File: src/rtl/pager_pkg.sv
package pager_pkg;

    typedef enum logic [1:0] {
        SEL_ROM  = 2'd0,
        SEL_SRAM = 2'd1,
        SEL_WRAM = 2'd2,
        SEL_ZERO = 2'd3
    } mem_sel_e;

    localparam int WIN_BITS   = 14;   // 16 KB window offset
    localparam int FIXED_BITS = 10;   // 1 KB unpaged region
    localparam int WRAM_AW    = 13;   // 8 KB system RAM
    localparam int SRAM_AW    = WIN_BITS + 1;

endpackage

File: src/rtl/pager_regs.sv
module pager_regs #(
    parameter int ROM_PAGES = 16,
    parameter int PW        = $clog2(ROM_PAGES)
) (
    input  logic          clk,
    input  logic          rst_n,
    input  logic          reg_we,
    input  logic [1:0]    reg_sel,
    input  logic [7:0]    reg_data,
    input  logic          sram_store,
    output logic [PW-1:0] page0,
    output logic [PW-1:0] page1,
    output logic [PW-1:0] page2,
    output logic          sram_on,
    output logic          sram_pg,
    output logic          sram_dirty
);

    typedef struct packed {
        logic [PW-1:0] pg0;
        logic [PW-1:0] pg1;
        logic [PW-1:0] pg2;
        logic          on;
        logic          pg;
        logic          dirty;
    } regs_t;

    function automatic logic [PW-1:0] fold(input logic [7:0] v);
        logic [8:0] m;
        m = {1'b0, v} % 9'(ROM_PAGES);
        return m[PW-1:0];
    endfunction

    regs_t r_d, r_q;

    always_comb begin
        r_d = r_q;
        if (reg_we) begin
            case (reg_sel)
                2'd0: begin
                    r_d.on = reg_data[3];
                    r_d.pg = reg_data[2];
                end
                2'd1: r_d.pg0 = fold(reg_data);
                2'd2: r_d.pg1 = fold(reg_data);
                default: r_d.pg2 = fold(reg_data);
            endcase
        end
        if (sram_store) begin
            r_d.dirty = 1'b1;
        end
    end

    always_ff @(posedge clk or negedge rst_n) begin
        if (!rst_n) begin
            r_q.pg0   <= fold(8'd0);
            r_q.pg1   <= fold(8'd1);
            r_q.pg2   <= fold(8'd2);
            r_q.on    <= 1'b0;
            r_q.pg    <= 1'b0;
            r_q.dirty <= 1'b0;
        end else begin
            r_q <= r_d;
        end
    end

    assign page0      = r_q.pg0;
    assign page1      = r_q.pg1;
    assign page2      = r_q.pg2;
    assign sram_on    = r_q.on;
    assign sram_pg    = r_q.pg;
    assign sram_dirty = r_q.dirty;

    AST_DIRTY_STICKY: assert property (@(posedge clk) disable iff (!rst_n)
        sram_dirty |=> sram_dirty);

    AST_PAGE_HOLD: assert property (@(posedge clk) disable iff (!rst_n)
        !reg_we |=> $stable({page0, page1, page2}));

    AST_PAGE_IN_RANGE: assert property (@(posedge clk) disable iff (!rst_n)
        (32'(page0) < ROM_PAGES) && (32'(page1) < ROM_PAGES) && (32'(page2) < ROM_PAGES));

endmodule

File: src/rtl/pager_decode.sv
module pager_decode
    import pager_pkg::*;
#(
    parameter int PW     = 4,
    parameter int ROM_AW = PW + WIN_BITS
) (
    input  logic               clk,
    input  logic               rst_n,
    input  logic [15:0]        cpu_addr,
    input  logic               cpu_wr,
    input  logic               boot_mode,
    input  logic               cart_off,
    input  logic [PW-1:0]      page0,
    input  logic [PW-1:0]      page1,
    input  logic [PW-1:0]      page2,
    input  logic               sram_on,
    input  logic               sram_pg,
    output mem_sel_e           sel,
    output logic [ROM_AW-1:0]  rom_addr,
    output logic [SRAM_AW-1:0] sram_addr,
    output logic               sram_we,
    output logic [WRAM_AW-1:0] wram_addr,
    output logic               wram_we,
    output logic               reg_we
);

    logic [1:0]    slot;
    logic          fixed_area;
    logic [PW-1:0] pg;

    assign slot       = cpu_addr[15:14];
    assign fixed_area = (cpu_addr[15:FIXED_BITS] == '0);

    always_comb begin
        pg  = '0;
        sel = SEL_ROM;
        if (slot == 2'b11) begin
            sel = SEL_WRAM;
        end else if (boot_mode && cart_off) begin
            sel = SEL_ZERO;
        end else begin
            case (slot)
                2'b00: pg = fixed_area ? '0 : page0;
                2'b01: pg = page1;
                default: begin
                    pg = page2;
                    if (sram_on && !boot_mode) begin
                        sel = SEL_SRAM;
                    end
                end
            endcase
        end
    end

    assign rom_addr  = {pg, cpu_addr[WIN_BITS-1:0]};
    assign sram_addr = {sram_pg, cpu_addr[WIN_BITS-1:0]};
    assign wram_addr = cpu_addr[WRAM_AW-1:0];
    assign sram_we   = cpu_wr && (sel == SEL_SRAM);
    assign wram_we   = cpu_wr && (sel == SEL_WRAM);
    assign reg_we    = cpu_wr && (cpu_addr[15:2] == 14'h3FFF);

    AST_FIXED_LOW: assert property (@(posedge clk) disable iff (!rst_n)
        ((sel == SEL_ROM) && (cpu_addr[15:FIXED_BITS] == '0))
            |-> (rom_addr[ROM_AW-1:WIN_BITS] == '0));

    AST_REG_WRAM_STORE: assert property (@(posedge clk) disable iff (!rst_n)
        reg_we |-> wram_we);

    AST_BOOT_NO_SRAM: assert property (@(posedge clk) disable iff (!rst_n)
        boot_mode |-> (sel != SEL_SRAM) && !sram_we);

    AST_SRAM_WE_SLOT2: assert property (@(posedge clk) disable iff (!rst_n)
        sram_we |-> (cpu_addr[15:14] == 2'b10) && sram_on);

endmodule

File: src/rtl/pager_rdmux.sv
module pager_rdmux
    import pager_pkg::*;
(
    input  logic       clk,
    input  logic       rst_n,
    input  mem_sel_e   sel,
    input  logic [7:0] rom_rdata,
    input  logic [7:0] sram_rdata,
    input  logic [7:0] wram_rdata,
    output logic [7:0] cpu_rdata
);

    typedef struct packed {
        mem_sel_e sel;
    } rd_t;

    rd_t rd_d, rd_q;

    always_comb begin
        rd_d     = rd_q;
        rd_d.sel = sel;
    end

    always_ff @(posedge clk or negedge rst_n) begin
        if (!rst_n) begin
            rd_q.sel <= SEL_ROM;
        end else begin
            rd_q <= rd_d;
        end
    end

    always_comb begin
        case (rd_q.sel)
            SEL_ROM:  cpu_rdata = rom_rdata;
            SEL_SRAM: cpu_rdata = sram_rdata;
            SEL_WRAM: cpu_rdata = wram_rdata;
            default:  cpu_rdata = 8'h00;
        endcase
    end

    AST_SEL_ONE_LATE: assert property (@(posedge clk) disable iff (!rst_n)
        (sel == SEL_WRAM) |=> (cpu_rdata == wram_rdata));

endmodule

File: src/rtl/mem_pager.sv
module mem_pager
    import pager_pkg::*;
#(
    parameter int ROM_PAGES = 16,
    localparam int PW       = $clog2(ROM_PAGES),
    localparam int ROM_AW   = PW + WIN_BITS
) (
    input  logic               clk,
    input  logic               rst_n,
    input  logic [15:0]        cpu_addr,
    input  logic [7:0]         cpu_wdata,
    input  logic               cpu_wr,
    input  logic               boot_mode,
    input  logic               cart_off,
    output logic [7:0]         cpu_rdata,
    output logic [ROM_AW-1:0]  rom_addr,
    input  logic [7:0]         rom_rdata,
    output logic [SRAM_AW-1:0] sram_addr,
    output logic               sram_we,
    output logic [7:0]         sram_wdata,
    input  logic [7:0]         sram_rdata,
    output logic [WRAM_AW-1:0] wram_addr,
    output logic               wram_we,
    output logic [7:0]         wram_wdata,
    input  logic [7:0]         wram_rdata,
    output logic               sram_dirty
);

    logic [PW-1:0] page0, page1, page2;
    logic          sram_on, sram_pg, reg_we;
    mem_sel_e      sel;

    pager_regs #(
        .ROM_PAGES (ROM_PAGES),
        .PW        (PW)
    ) i_regs (
        .clk        (clk),
        .rst_n      (rst_n),
        .reg_we     (reg_we),
        .reg_sel    (cpu_addr[1:0]),
        .reg_data   (cpu_wdata),
        .sram_store (sram_we),
        .page0      (page0),
        .page1      (page1),
        .page2      (page2),
        .sram_on    (sram_on),
        .sram_pg    (sram_pg),
        .sram_dirty (sram_dirty)
    );

    pager_decode #(
        .PW     (PW),
        .ROM_AW (ROM_AW)
    ) i_decode (
        .clk       (clk),
        .rst_n     (rst_n),
        .cpu_addr  (cpu_addr),
        .cpu_wr    (cpu_wr),
        .boot_mode (boot_mode),
        .cart_off  (cart_off),
        .page0     (page0),
        .page1     (page1),
        .page2     (page2),
        .sram_on   (sram_on),
        .sram_pg   (sram_pg),
        .sel       (sel),
        .rom_addr  (rom_addr),
        .sram_addr (sram_addr),
        .sram_we   (sram_we),
        .wram_addr (wram_addr),
        .wram_we   (wram_we),
        .reg_we    (reg_we)
    );

    pager_rdmux i_rdmux (
        .clk        (clk),
        .rst_n      (rst_n),
        .sel        (sel),
        .rom_rdata  (rom_rdata),
        .sram_rdata (sram_rdata),
        .wram_rdata (wram_rdata),
        .cpu_rdata  (cpu_rdata)
    );

    assign sram_wdata = cpu_wdata;
    assign wram_wdata = cpu_wdata;

endmodule

File: config.mk
export PLATFORM = sky130hd
export DESIGN_NAME = mem_pager
export DESIGN_NICKNAME = d
export VERILOG_FILES = /design/src/rtl/pager_pkg.sv /design/src/rtl/pager_regs.sv /design/src/rtl/pager_decode.sv /design/src/rtl/pager_rdmux.sv /design/src/rtl/mem_pager.sv
export SDC_FILE = /design/constraint.sdc
export NUM_CORES = 1
export LEC_CHECK = 0
export CORE_MARGIN = 3
export CORE_UTILIZATION = 59
export CTS_BUF_LIST = sky130_fd_sc_hd__clkbuf_8
export DETAILED_ROUTE_END_ITERATION = 10
export DONT_BUFFER_PORTS = 1
export MAX_ROUTING_LAYER = met4
export PLACE_DENSITY = 0.78
export SETUP_SLACK_MARGIN = 0.3
export SYNTH_ARGS = -nofsm -noshare
export SYNTH_HDL_FRONTEND = slang
export SYNTH_SLANG_ARGS = --single-unit
File: constraint.sdc
create_clock -name clk -period 1.26 [get_ports clk]
set_clock_uncertainty 0.1 [all_clocks]
set_input_delay 0.063 -clock clk [delete_from_list [all_inputs] [get_ports clk]]
set_output_delay 0.063 -clock clk [all_outputs]
set_load 0.01 [all_outputs]
==> qor.yml <==
status:
  status: "finished with violations"
  violations: "negative hold slack, negative setup slack"
grt:
  antenna_found_initial: 0
  grtUsageTotal_pct: 20.0
  grt_pass1_wl_um: 4070
  globalRoute.totalOverflow: 0
  grt_pass1_vias: 830
  grt_start_max_net_pins: 18
synthesis:
  synth.distinct_cells: 23
  syn_nets: 200
  yosys.area.top_type: "buf_4"
  ys_ff_latch: 17
  yosys.cell_count.top_type: "buf_4"
  synth_top_area_share_pct: 31.8
  post_synth.cell_area_avg_sq_um: 9.47
  syn_area_sq_um: 1390
  ys.flop_type: "dfrtp_1"
  synth_cells: 147
  ys_seq_area_share_pct: 30.7
  yosys-top-cells-count: "buf_4 (59), dfrtp_1 (15), mux2_2 (14), nand2_1 (12)"
  synth_edf_count: 0
  synthTopCellsByArea: "buf_4 (32%), dfrtp_1 (27%), mux2_2 (11%)"
  yosys_warnings: 0
  async_flop_share_pct: 100
clock_network:
  cts.clk_slew.worst_paths_ns: 0.07
  hold_buffers: 9
  clock_tree.buffer_depth: 2
  cts_made_buffers: 3
  worstSkewPairLatency_ns: 0.25
  cts_max_level: 1
  clkSinkCount: 17
  cts_tree: "built"
  cts_root_buf: "clkbuf_8"
critical_path:
  reg2regPathDepth: 3
  cp-start-kind: "primary input"
  end_kind: "primary output"
  worstSetupPathType: "in -> out"
  crit_required_ns: 1.10
  cp_max_fo: 5
  r2r_slack_ns: 0.07
  rr_endpoint: "i_regs.sram_dirty"
  worstPathArrival_ns: 1.17
  rr_startpoint: "i_regs.sram_on"
drt:
  wl_per_cell_um: 22.6
  vias_per_cell: 6.45
  drt_wl_total_um: 3090
  drc: 0
  drt-initial-drc-count: 41
  final_antenna_net_count: 0
  drtPass1Iterations: 4
  vias: 884
power:
  powerDensity_nw_per_um2: 842
  max-vdd-ir-drop_mv: 0.969
  p_leak_uw: 0.000667
cells_and_area:
  nets: 164
  antennaDiodeCount: 0
  final_cells: 137
  drive_gt1_share_pct: 52.7
  syn_to_final_growth_pct: -1.98
timing:
  rsz0062_at_grt: "true"
  setup_viol: 12
  finalWorstSetupSlack_ns: -0.0767
  worstMarginPinSlew_ns: 0.758
  report.final.slew_viol_count: 0
  timing.fmax_mhz: 748
  min_period_ns: 1.34
  max-slew-margin-rel_pct: 49.5
  whs_ns: -0.151
  period_share_pct: 106
  hold_viol_final: 15
  setup_tns_ns: -0.623
floorplan:
  core_sq_um: 2100
  io_pins: 126
  die_h_um: 54.6
  rows: 16
  start_util_pct: 66.3
  die_x_um: 54.6
  die_area_sq_um: 2980
placed_design:
  routabilityCongestion: 0.826
  post-place-cells: 117
  dpl_worst_slack_ns: -0.153
  post-dp-hpwl_um: 2030
  port_buffers: 0
min_path:
  hold_class: "in -> async"
flow_run:
  cap_violations: 0
cells by family (layout without fill, tap and decap cells):
group           after synthesis  count (layout)  share of synthesized area [%]
buf+inv                      62              25                           32.6
simple gates                 32              32                           13.0
mux                          22              22                           17.1
flops                        17              17                           30.7
compound gates               14              14                           6.56
where the power goes:
part | internal, uW | leakage (uW) | switching (uW) | total [uW]
Combinational | 89.3 | 0.000415 | 106 | 196
Sequential | 552 | 0.000225 | 6.50 | 558
Clock | 216 | 0.0000269 | 180 | 396
Total | 857 | 0.000667 | 293 | 1150
final cells by class:
| class | count | area, sq um |
|---|---|---|
| Fill cell | 143 | 737 |
| Multi-Input combinational cell | 68 | 658 |
| Sequential cell | 17 | 430 |
| Timing Repair Buffer | 20 | 194 |
| Clock buffer | 3 | 41.3 |
| Tap cell | 27 | 33.8 |
| Clock inverter | 1 | 3.75 |
| Inverter | 1 | 3.75 |
stage by stage:
stage          utilization, %  cell area [sq um]  power (uW)  hold slack (ns)
6_report                 64.9               1370        1150           -0.151
5_1_grt                  64.9               1370        1200           -0.100
4_1_cts                  60.9               1280        1150         -0.00704
3_5_place_dp             50.1               1050         694           -0.332
3_3_place_gp             50.1               1050         691           -0.332
2_1_floorplan               -               1450         867           -0.333
worst max path at each step:
stage / endpoint / start / cells past startpoint / slack (ns)
finish: rom_addr[17] / boot_mode / 4 / -0.08
floorplan: i_regs.page0[0] / cpu_addr[8] / 4 / -0.004
global placement: i_regs.page0[2] / cpu_addr[8] / 4 / -0.12
global route: cpu_rdata[1] / i_rdmux.rd_q[1] / 3 / -0.12
CTS: cpu_rdata[4] / i_rdmux.rd_q[1] / 3 / -0.08
detailed placement: i_regs.page0[3] / cpu_addr[8] / 4 / -0.15
sequential cells by signal, summed over array words and instances, names as in the netlist:
| register | cells |
|---|---|
| i_regs.sram_dirty | 1 |
| i_rdmux.rd_q | 2 |
| i_regs.sram_on | 1 |
| i_regs.sram_pg | 1 |
| i_regs.page0 | 4 |
| i_regs.page2 | 4 |
| i_regs.page1 | 4 |
worst max-delay path, cell delays in order:
cell and delay, ns:
dlygate4sd3_1 0.58, nand2_1 0.11, nand2_1 0.15, nor2_1 0.27
what timing repair did:
item	4_1_cts	5_1_grt
endpoints found under the setup margin	28	44
gates resized for setup	22	14
hold endpoints to repair	33	18
gates cloned	0	0
buffers inserted	2	5
pin swaps	10	10
metal layers:
metal	share of wire [%]	GRT usage, %	routed length, um	vias up
met2	49	32.9	1530	79
met5	0	-	0	-
met3	14	6.54	442	4
met4	0.87	6.22	27	0
met1	35	22.9	1090	421
li1	-	-	-	380
layout by cell type (no fill, tap or decap), drive strengths merged:
cell	n
mux2i	8
buf	11
o22ai	1
or2	1
o21ai	8
and3b	2
a21oi	1
clkbuf	3
nor2	5
nor3	1
nor2b	2
dlymetal6s4s	1
dfstp	2
nand3b	2
nand3	2
nand4	3
nand2	12
dfrtp	15
a222oi	4
mux2	14
inv	2
dlygate4sd3	8
nor4	2
(Power assumes the default switching activity.)
